--- src/rtl/xf_pkg.sv ---
package xf_pkg;
  localparam int unsigned NUM_CH = 2;
  localparam int unsigned DEF_SAMPLE_W = 16;
  localparam int unsigned DEF_GAIN_W = 16;

  typedef enum logic [1:0] {
    SRC_HOLD = 2'd0,
    SRC_FWD  = 2'd1,
    SRC_MIX  = 2'd2
  } out_sel_e;
endpackage

--- src/rtl/xf_gain_ramp.sv ---
module xf_gain_ramp #(
  parameter int unsigned GAIN_W = 16,
  parameter logic [GAIN_W-1:0] STEP = 16'h0080
) (
  input  logic              clk_i,
  input  logic              rst_ni,
  input  logic              start_i,
  input  logic              frame_i,
  output logic [GAIN_W-1:0] gain_o,
  output logic [GAIN_W-1:0] next_gain_o,
  output logic              fading_o,
  output logic              last_o
);
  logic [GAIN_W-1:0] gain_q;
  logic              fading_q;
  logic [GAIN_W:0]   diff;
  logic              borrow, zero;

  assign diff   = {1'b0, gain_q} - {1'b0, STEP};
  assign borrow = diff[GAIN_W];
  assign zero   = (diff[GAIN_W-1:0] == '0);

  always_ff @(posedge clk_i or negedge rst_ni) begin
    if (!rst_ni) begin
      gain_q   <= '0;
      fading_q <= 1'b0;
    end else if (start_i) begin
      gain_q   <= '1;
      fading_q <= 1'b1;
    end else if (frame_i && fading_q) begin
      if (borrow || zero) begin
        gain_q   <= '0;
        fading_q <= 1'b0;
      end else begin
        gain_q   <= diff[GAIN_W-1:0];
      end
    end
  end

  assign gain_o      = gain_q;
  assign next_gain_o = diff[GAIN_W-1:0];
  assign fading_o    = fading_q;
  assign last_o      = fading_q && (borrow || zero);
endmodule

--- src/rtl/xf_chan_mix.sv ---
module xf_chan_mix #(
  parameter int unsigned SAMPLE_W = 16,
  parameter int unsigned GAIN_W   = 16
) (
  input  logic [SAMPLE_W-1:0] rev_i,
  input  logic [SAMPLE_W-1:0] fwd_i,
  input  logic [GAIN_W-1:0]   gain_i,
  output logic [SAMPLE_W-1:0] mix_o
);
  // one spare bit keeps signed x unsigned products exact
  localparam int unsigned PW = SAMPLE_W + GAIN_W + 1;

  logic signed [PW-1:0] rev_x, fwd_x, g_x, gc_x;
  logic signed [PW-1:0] rev_p, fwd_p, sum;

  assign rev_x = {{(GAIN_W+1){rev_i[SAMPLE_W-1]}}, rev_i};
  assign fwd_x = {{(GAIN_W+1){fwd_i[SAMPLE_W-1]}}, fwd_i};
  assign g_x   = {{(SAMPLE_W+1){1'b0}}, gain_i};
  assign gc_x  = {{(SAMPLE_W+1){1'b0}}, ~gain_i};

  assign rev_p = rev_x * g_x;
  assign fwd_p = fwd_x * gc_x;
  assign sum   = rev_p + fwd_p;
  assign mix_o = sum[SAMPLE_W+GAIN_W-1:GAIN_W];
endmodule

--- src/rtl/stereo_xfade_mixer.sv ---
module stereo_xfade_mixer
  import xf_pkg::*;
#(
  parameter int unsigned SAMPLE_W = DEF_SAMPLE_W,
  parameter int unsigned GAIN_W   = DEF_GAIN_W,
  parameter logic [GAIN_W-1:0] STEP = 16'h0080
) (
  input  logic                clk_i,
  input  logic                rst_ni,
  input  logic                start_i,
  input  logic                frame_i,
  input  logic [SAMPLE_W-1:0] rev_l_i,
  input  logic [SAMPLE_W-1:0] rev_r_i,
  input  logic [SAMPLE_W-1:0] fwd_l_i,
  input  logic [SAMPLE_W-1:0] fwd_r_i,
  output logic [SAMPLE_W-1:0] mix_l_o,
  output logic [SAMPLE_W-1:0] mix_r_o,
  output logic                done_o
);
  logic [GAIN_W-1:0]   gain_w, next_gain_w;
  logic                fading_w, last_w;
  logic [SAMPLE_W-1:0] rev_a [NUM_CH];
  logic [SAMPLE_W-1:0] fwd_a [NUM_CH];
  logic [SAMPLE_W-1:0] mix_a [NUM_CH];
  logic [SAMPLE_W-1:0] out_q [NUM_CH];
  logic                done_q;
  out_sel_e            sel;

  assign rev_a[0] = rev_l_i;
  assign rev_a[1] = rev_r_i;
  assign fwd_a[0] = fwd_l_i;
  assign fwd_a[1] = fwd_r_i;

  xf_gain_ramp #(.GAIN_W(GAIN_W), .STEP(STEP)) i_ramp (
    .clk_i      (clk_i),
    .rst_ni     (rst_ni),
    .start_i    (start_i),
    .frame_i    (frame_i),
    .gain_o     (gain_w),
    .next_gain_o(next_gain_w),
    .fading_o   (fading_w),
    .last_o     (last_w)
  );

  always_comb begin
    if (start_i || !frame_i)        sel = SRC_HOLD;
    else if (fading_w && !last_w)   sel = SRC_MIX;
    else                            sel = SRC_FWD;
  end

  for (genvar ch = 0; ch < NUM_CH; ch++) begin : g_ch
    xf_chan_mix #(.SAMPLE_W(SAMPLE_W), .GAIN_W(GAIN_W)) i_mix (
      .rev_i (rev_a[ch]),
      .fwd_i (fwd_a[ch]),
      .gain_i(next_gain_w),
      .mix_o (mix_a[ch])
    );

    always_ff @(posedge clk_i or negedge rst_ni) begin
      if (!rst_ni)              out_q[ch] <= '0;
      else if (sel == SRC_MIX)  out_q[ch] <= mix_a[ch];
      else if (sel == SRC_FWD)  out_q[ch] <= fwd_a[ch];
    end
  end

  always_ff @(posedge clk_i or negedge rst_ni) begin
    if (!rst_ni) done_q <= 1'b0;
    else         done_q <= frame_i && !start_i && last_w;
  end

  assign mix_l_o = out_q[0];
  assign mix_r_o = out_q[1];
  assign done_o  = done_q;
endmodule

--- config.mk ---
export PLATFORM = sky130hd
export DESIGN_NAME = stereo_xfade_mixer
export DESIGN_NICKNAME = d
export VERILOG_FILES = /design/src/rtl/xf_pkg.sv /design/src/rtl/xf_gain_ramp.sv /design/src/rtl/xf_chan_mix.sv /design/src/rtl/stereo_xfade_mixer.sv
export SDC_FILE = /design/constraint.sdc
export NUM_CORES = 2
export LEC_CHECK = 0
export BUFFER_PORTS_ARGS = -buffer_cell sky130_fd_sc_hd__clkbuf_2
export CORE_MARGIN = 5
export CORE_UTILIZATION = 59
export DETAILED_ROUTE_END_ITERATION = 7
export PLACE_DENSITY = 0.76
export SLEW_MARGIN = 20
export SYNTH_ARGS = -nofsm -noshare
export SYNTH_HDL_FRONTEND = slang
export SYNTH_SLANG_ARGS = --single-unit
--- constraint.sdc ---
create_clock -name clk_i -period 12.5 [get_ports clk_i]
set_input_delay 1.875 -clock clk_i [delete_from_list [all_inputs] [get_ports clk_i]]
set_output_delay 1.875 -clock clk_i [all_outputs]
set_load 0.05 [all_outputs]
After elaboration in Yosys (flattened, before gate mapping)
Cells that the tools add are included.

Multiplexer cells: 12. Equality and inequality tests: 2. $add $sub $neg: 3. Reductions and logical operators: 15. Multipliers: 4. Bitwise gates (word level): 1.

Operators by type and width (number): 16-bit by 17-bit multiplier with 32-bit output (4); 16-bit two-way mux (7); 32-bit adder (2); 16-bit by 8-bit subtractor with 17-bit output, second input constant (1); 16-bit zero test (1); 16-bit inverter (1); 2-bit nonzero test (3); 1-bit logical AND (5); 2-bit two-way mux (2); 1-bit zero test (3); 1-bit two-way mux (3); 2-bit by 1-bit equality test with 1-bit output, second input constant (1); 2-bit equality test, second input constant (1); 1-bit logical OR (2); 2-bit AND reduction (1).

Register bits: 50. Word-level logic and storage cells: 42.

Longest topological paths before layout
Word-level depth: 11. Depth in mapped cells: 32. Mapped depth without buffers: 30.

Hierarchy
Synthesis repeated with hierarchy kept, for this count alone.

Cells, all modules: 4058. Area, all modules: 37816.3 um2.

Modules (own cells, without submodules): xf_chan_mix (g_ch[1].i_mix) (cells each 1921, area each 17787.1 um2, instances 1); xf_chan_mix (g_ch[0].i_mix) (cells each 1917, area each 17755.8 um2, instances 1); stereo_xfade_mixer (cells each 144, area each 1555.2 um2, instances 1); xf_gain_ramp (cells each 76, area each 718.2 um2, instances 1).

Worst setup path after synthesis
Ideal clock, no wire load.

Kind: in2reg. From: in rev_l_i[11]. To: reg out_q, in the netlist mix_l_o[10]. Cell stages on the path: 21. Path slack: 3.793 ns. Arrival: 8.581 ns. Path buffers: 1. Cells stage by stage: clkbuf_1 > and2_1 > fa_1 > inv_1 > fa_1 > fa_1 > fa_1 > fa_1 > fa_1 > fa_1 > inv_1 > fa_1 > ha_1 > a21o_1 > a31o_1 > a22o_1 > a211o_2 > o311a_4 > o21a_1 > o31a_1 > a221o_1.

Word-level cells in the longest chain between the ends: 3.

Ends and longest elaborated chain: start, declared (line stereo_xfade_mixer.sv:12) `input logic [SAMPLE_W-1:0] rev_l_i,`; 16-bit by 17-bit multiplier with 32-bit output (line xf_chan_mix.sv:21) `assign rev_p = rev_x * g_x;`; 32-bit adder (line xf_chan_mix.sv:23) `assign sum = rev_p + fwd_p;`; 16-bit two-way mux (line stereo_xfade_mixer.sv:61) `else if (sel == SRC_MIX) out_q[ch] <= mix_a[ch];`; end signal, assigned by index (line stereo_xfade_mixer.sv:61); end signal, assigned by index (line stereo_xfade_mixer.sv:62) `else if (sel == SRC_FWD) out_q[ch] <= fwd_a[ch];`; end, declared (line stereo_xfade_mixer.sv:25) `logic [SAMPLE_W-1:0] out_q [NUM_CH];`.

No other way between the ends. A chain may end at the register's enable or synchronous reset.

Worst setup path after layout
From: reg i_ramp.gain_q[7] (netlist: i_ramp.gain_o[7]). To: reg out_q, in the netlist mix_r_o[13].

Word-level cells in the longest chain between the ends: 10. Elaborated cells between the ends (all ways): 16. Classes of those cells: 2 x add/sub; 2 x mul; 2 x eq/ne; 3 x mux; 1 x bitwise; 6 x reduce/logical.

Ends and longest elaborated chain: start, declared (line xf_gain_ramp.sv:14) `logic [GAIN_W-1:0] gain_q;`; start signal, assigned (line xf_gain_ramp.sv:35) `gain_q <= diff[GAIN_W-1:0];`; 16-bit by 8-bit subtractor with 17-bit output (*) (line xf_gain_ramp.sv:19) `assign diff = {1'b0, gain_q} - {1'b0, STEP};`; parallel branches: the longest is 9 deep, another holds 16-bit by 17-bit multiplier with 32-bit output.

Mark *: on every way between the ends.

==> results.sh <==
export IMPL_synth_seq_cells=43
export IMPL_synth_compound_area_share_pct=3.71
export IMPL_hold_violations=0
export IMPL_worst_setup_path_end_kind="register"
export IMPL_yosys_area_share_simple_pct=12.0
export IMPL_clk_path_buf_depth=2
export IMPL_post_drt_wl_per_cell_um=17.5
export IMPL_cp_max_fo=27
export IMPL_slowest_stage="o31ai_2"
export IMPL_cts_root_buf="clkbuf_16"
export IMPL_setup_viol=0
export IMPL_post_route_cells_drive_above_1_share_pct=4.99
export IMPL_grt_overflow=0
export IMPL_wl_mm=73.9
export IMPL_synth_fa_ha_area_share_pct=65.3
export IMPL_routabilityCongestion=0.908
export IMPL_syn_avg_cell_area_um2=9.45
export IMPL_slew_headroom_pct=37.9
export IMPL_start_util_pct=59.5
export IMPL_cts_tree="built"
export IMPL_ant_nets=0
export IMPL_nets=4760
export IMPL_synthTopCellsByArea="fa_1 (50%), ha_1 (16%), inv_1 (12%), and2_1 (5.6%), nand2_1 (3.4%)"
export IMPL_cp_slowest_stage_delay_ns=0.71
export IMPL_post_synth_top_area_cell="fa_1"
export IMPL_final_common_cell="inv_1"
export IMPL_startpoint_type="register"
export IMPL_path_common_cell="fa_1"
export IMPL_route_vias_total=22200
export IMPL_hpwlAfterDp_mm=61.9
export IMPL_hold_buffers=0
export IMPL_rr_startpoint="i_ramp.gain_o[7]$_DFFE_PN0P_"
export IMPL_outcome="finished, final reports clean"
export IMPL_antenna_found_initial=4
export IMPL_layout_min_cycle_time_ns=9.79
export IMPL_cp_required_ns=12.76
export IMPL_drc=0
export IMPL_hold_start="mix_l_o[9]$_DFFE_PN0P_"
export IMPL_netlist_area_um2=32800
export IMPL_whs_path_depth=2
export IMPL_synth_distinct_cells=70
export IMPL_worstHoldPathType="register to register"
export IMPL_finalInstanceArea_um2=34100
export IMPL_tightest_slew_ns=0.927
export IMPL_min_period_over_period_pct=78.3
export IMPL_die_h_um=246
export IMPL_cts_buffers=5
export IMPL_slew_violations=0
export IMPL_core_um2=55100
export IMPL_viasPerCell=5.26
export IMPL_first_global_vias=25100
export IMPL_ios=101
export IMPL_cts_sinks=43
export IMPL_synthMuxAreaShare_pct=0.160
export IMPL_netlist_instances=3471
export IMPL_final_cell_mix="inv_1 (1,078), fa_1 (814), ha_1 (408)"
export IMPL_r2r_worst_path_cells=29
export IMPL_drt_iter0_drc=1216
export IMPL_worst_slack_ns=2.71
export IMPL_synth_top_area_share_pct=49.7
export IMPL_grt_pass1_wl_mm=128
export IMPL_clock_skew_ns=0.0120
export IMPL_r2r_end="mix_r_o[13]$_DFFE_PN0P_"
export IMPL_die_area_um2=60400
export IMPL_critPathKind="register to register"
export IMPL_reg2reg_setup_slack_ns=2.71
export IMPL_grt_total_usage_pct=26.6
export IMPL_cts_max_level=2
export IMPL_first_pass_iters=5
export IMPL_die_width_um=246
export IMPL_synth_xor_area_share_pct=1.44
export IMPL_crit_arrival_ns=10.05
export IMPL_synth_top_family_by_area="adder cells"
export IMPL_clk_transition_reported_paths_ns=0.09
export IMPL_rsz0062_at_grt="no"
export IMPL_synth_edff_count=0
export IMPL_synth_flop_cell="dfrtp_1"
export IMPL_port_buffers=100
export IMPL_fmax_ghz=0.102
export IMPL_async_reset_ff_share_pct=100
export IMPL_cts_resized=0
export IMPL_utilization_pct=62.0
export IMPL_place_area_um2=34000
export IMPL_yosys_warnings=0
export IMPL_holdPathEnd="mix_l_o[9]$_DFFE_PN0P_"
export IMPL_ys_seq_area_share_pct=3.28
export IMPL_synthToLayoutAreaGrowth_pct=4.13
export IMPL_rows=86
export IMPL_setup_tns_ns=0
export IMPL_post_place_ws_ns=2.76
export IMPL_post_cts_buffers=0
export IMPL_cap_violations=0
export IMPL_clock_latency_ns=0.33
export IMPL_grt_max_degree=56
[through the flow]
stage	instances	hold WS (ns)
6_report	4219	0.515
3_5_place_dp	4210	0.505
5_1_grt	4218	0.535
4_1_cts	4218	0.521
3_3_place_gp	4210	0.500
2_1_floorplan	3477	0.511
[per-layer routing]
layer	routed length (µm)	global-route usage (%)	up-vias	part of all wire (%)
met5	25	0	-	0.034
met4	2040	6.74	4	2.8
li1	-	-	9948	-
met2	37500	46.8	595	51
met1	30400	36.1	11500	41
met3	3910	2.40	111	5.3
[worst max path at each step]
stage                                  from                 endpoint  slack [ns]
2_1_floorplan                   rev_l_i[11]  mix_l_o[10]$_DFFE_PN0P_        3.79
3_3_place_gp   i_ramp.gain_o[7]$_DFFE_PN0P_  mix_r_o[13]$_DFFE_PN0P_        3.04
4_1_cts        i_ramp.gain_o[7]$_DFFE_PN0P_  mix_r_o[13]$_DFFE_PN0P_        2.74
6_report       i_ramp.gain_o[7]$_DFFE_PN0P_  mix_r_o[13]$_DFFE_PN0P_        2.71
3_5_place_dp   i_ramp.gain_o[7]$_DFFE_PN0P_  mix_r_o[13]$_DFFE_PN0P_        2.76
5_1_grt        i_ramp.gain_o[7]$_DFFE_PN0P_  mix_r_o[13]$_DFFE_PN0P_        2.27
[critical path: cells and delay by family, from the launching register on]
kind | cells | cell delay [ns]
AO/OA/AOI/OAI | 3 | 1.04
XOR/XNOR | 1 | 0.30
adder cells (fa/ha/maj) | 10 | 4.63
buffers and inverters | 8 | 1.14
flip-flops | 1 | 0.59
multiplexers | 1 | 0.35
AND/OR/NAND/NOR | 6 | 1.59
[Yosys cell counts, drive strengths merged, types with 12 or more instances]
cell type,n
a21o,16
a21oi,31
a22oi,21
and2,292
buf,16
clkbuf,123
dfrtp,43
fa,814
ha,409
inv,1078
nand2,295
nand2b,31
nor2,27
nor2b,56
nor3,18
o21ai,37
o31ai,12
xnor2,41
xor2,13
[registers in the layout (all words and copies together), names as in the netlist]
register         count
mix_r_o             16
i_ramp.fading_o      1
i_ramp.gain_o        9
done_o               1
mix_l_o             16
[cells by family (layout without fill, tap and decap cells)]
group,after synthesis,after routing
AOI/OAI and AO/OA,172,172
xor gates and xnor gates,54,54
and+or+nand+nor,755,755
DFF,43,43
muxes,5,5
adders and majority gates,1223,1223
other,2,9
buffers and inverters,1217,1210
[final cells by class]
cell class	instances	area, µm²
Antenna cell	1	2.50
Clock buffer	5	125
Clock inverter	3	26.3
Fill cell	4664	21000
Inverter	1078	4050
Multi-Input combinational cell	2217	27200
Sequential cell	43	1080
Tap cell	748	936
Timing Repair Buffer	124	681
Power is left out: the tool's default activity adds up to more than one toggle a clock period on the data nets, which glitch-free logic cannot reach.
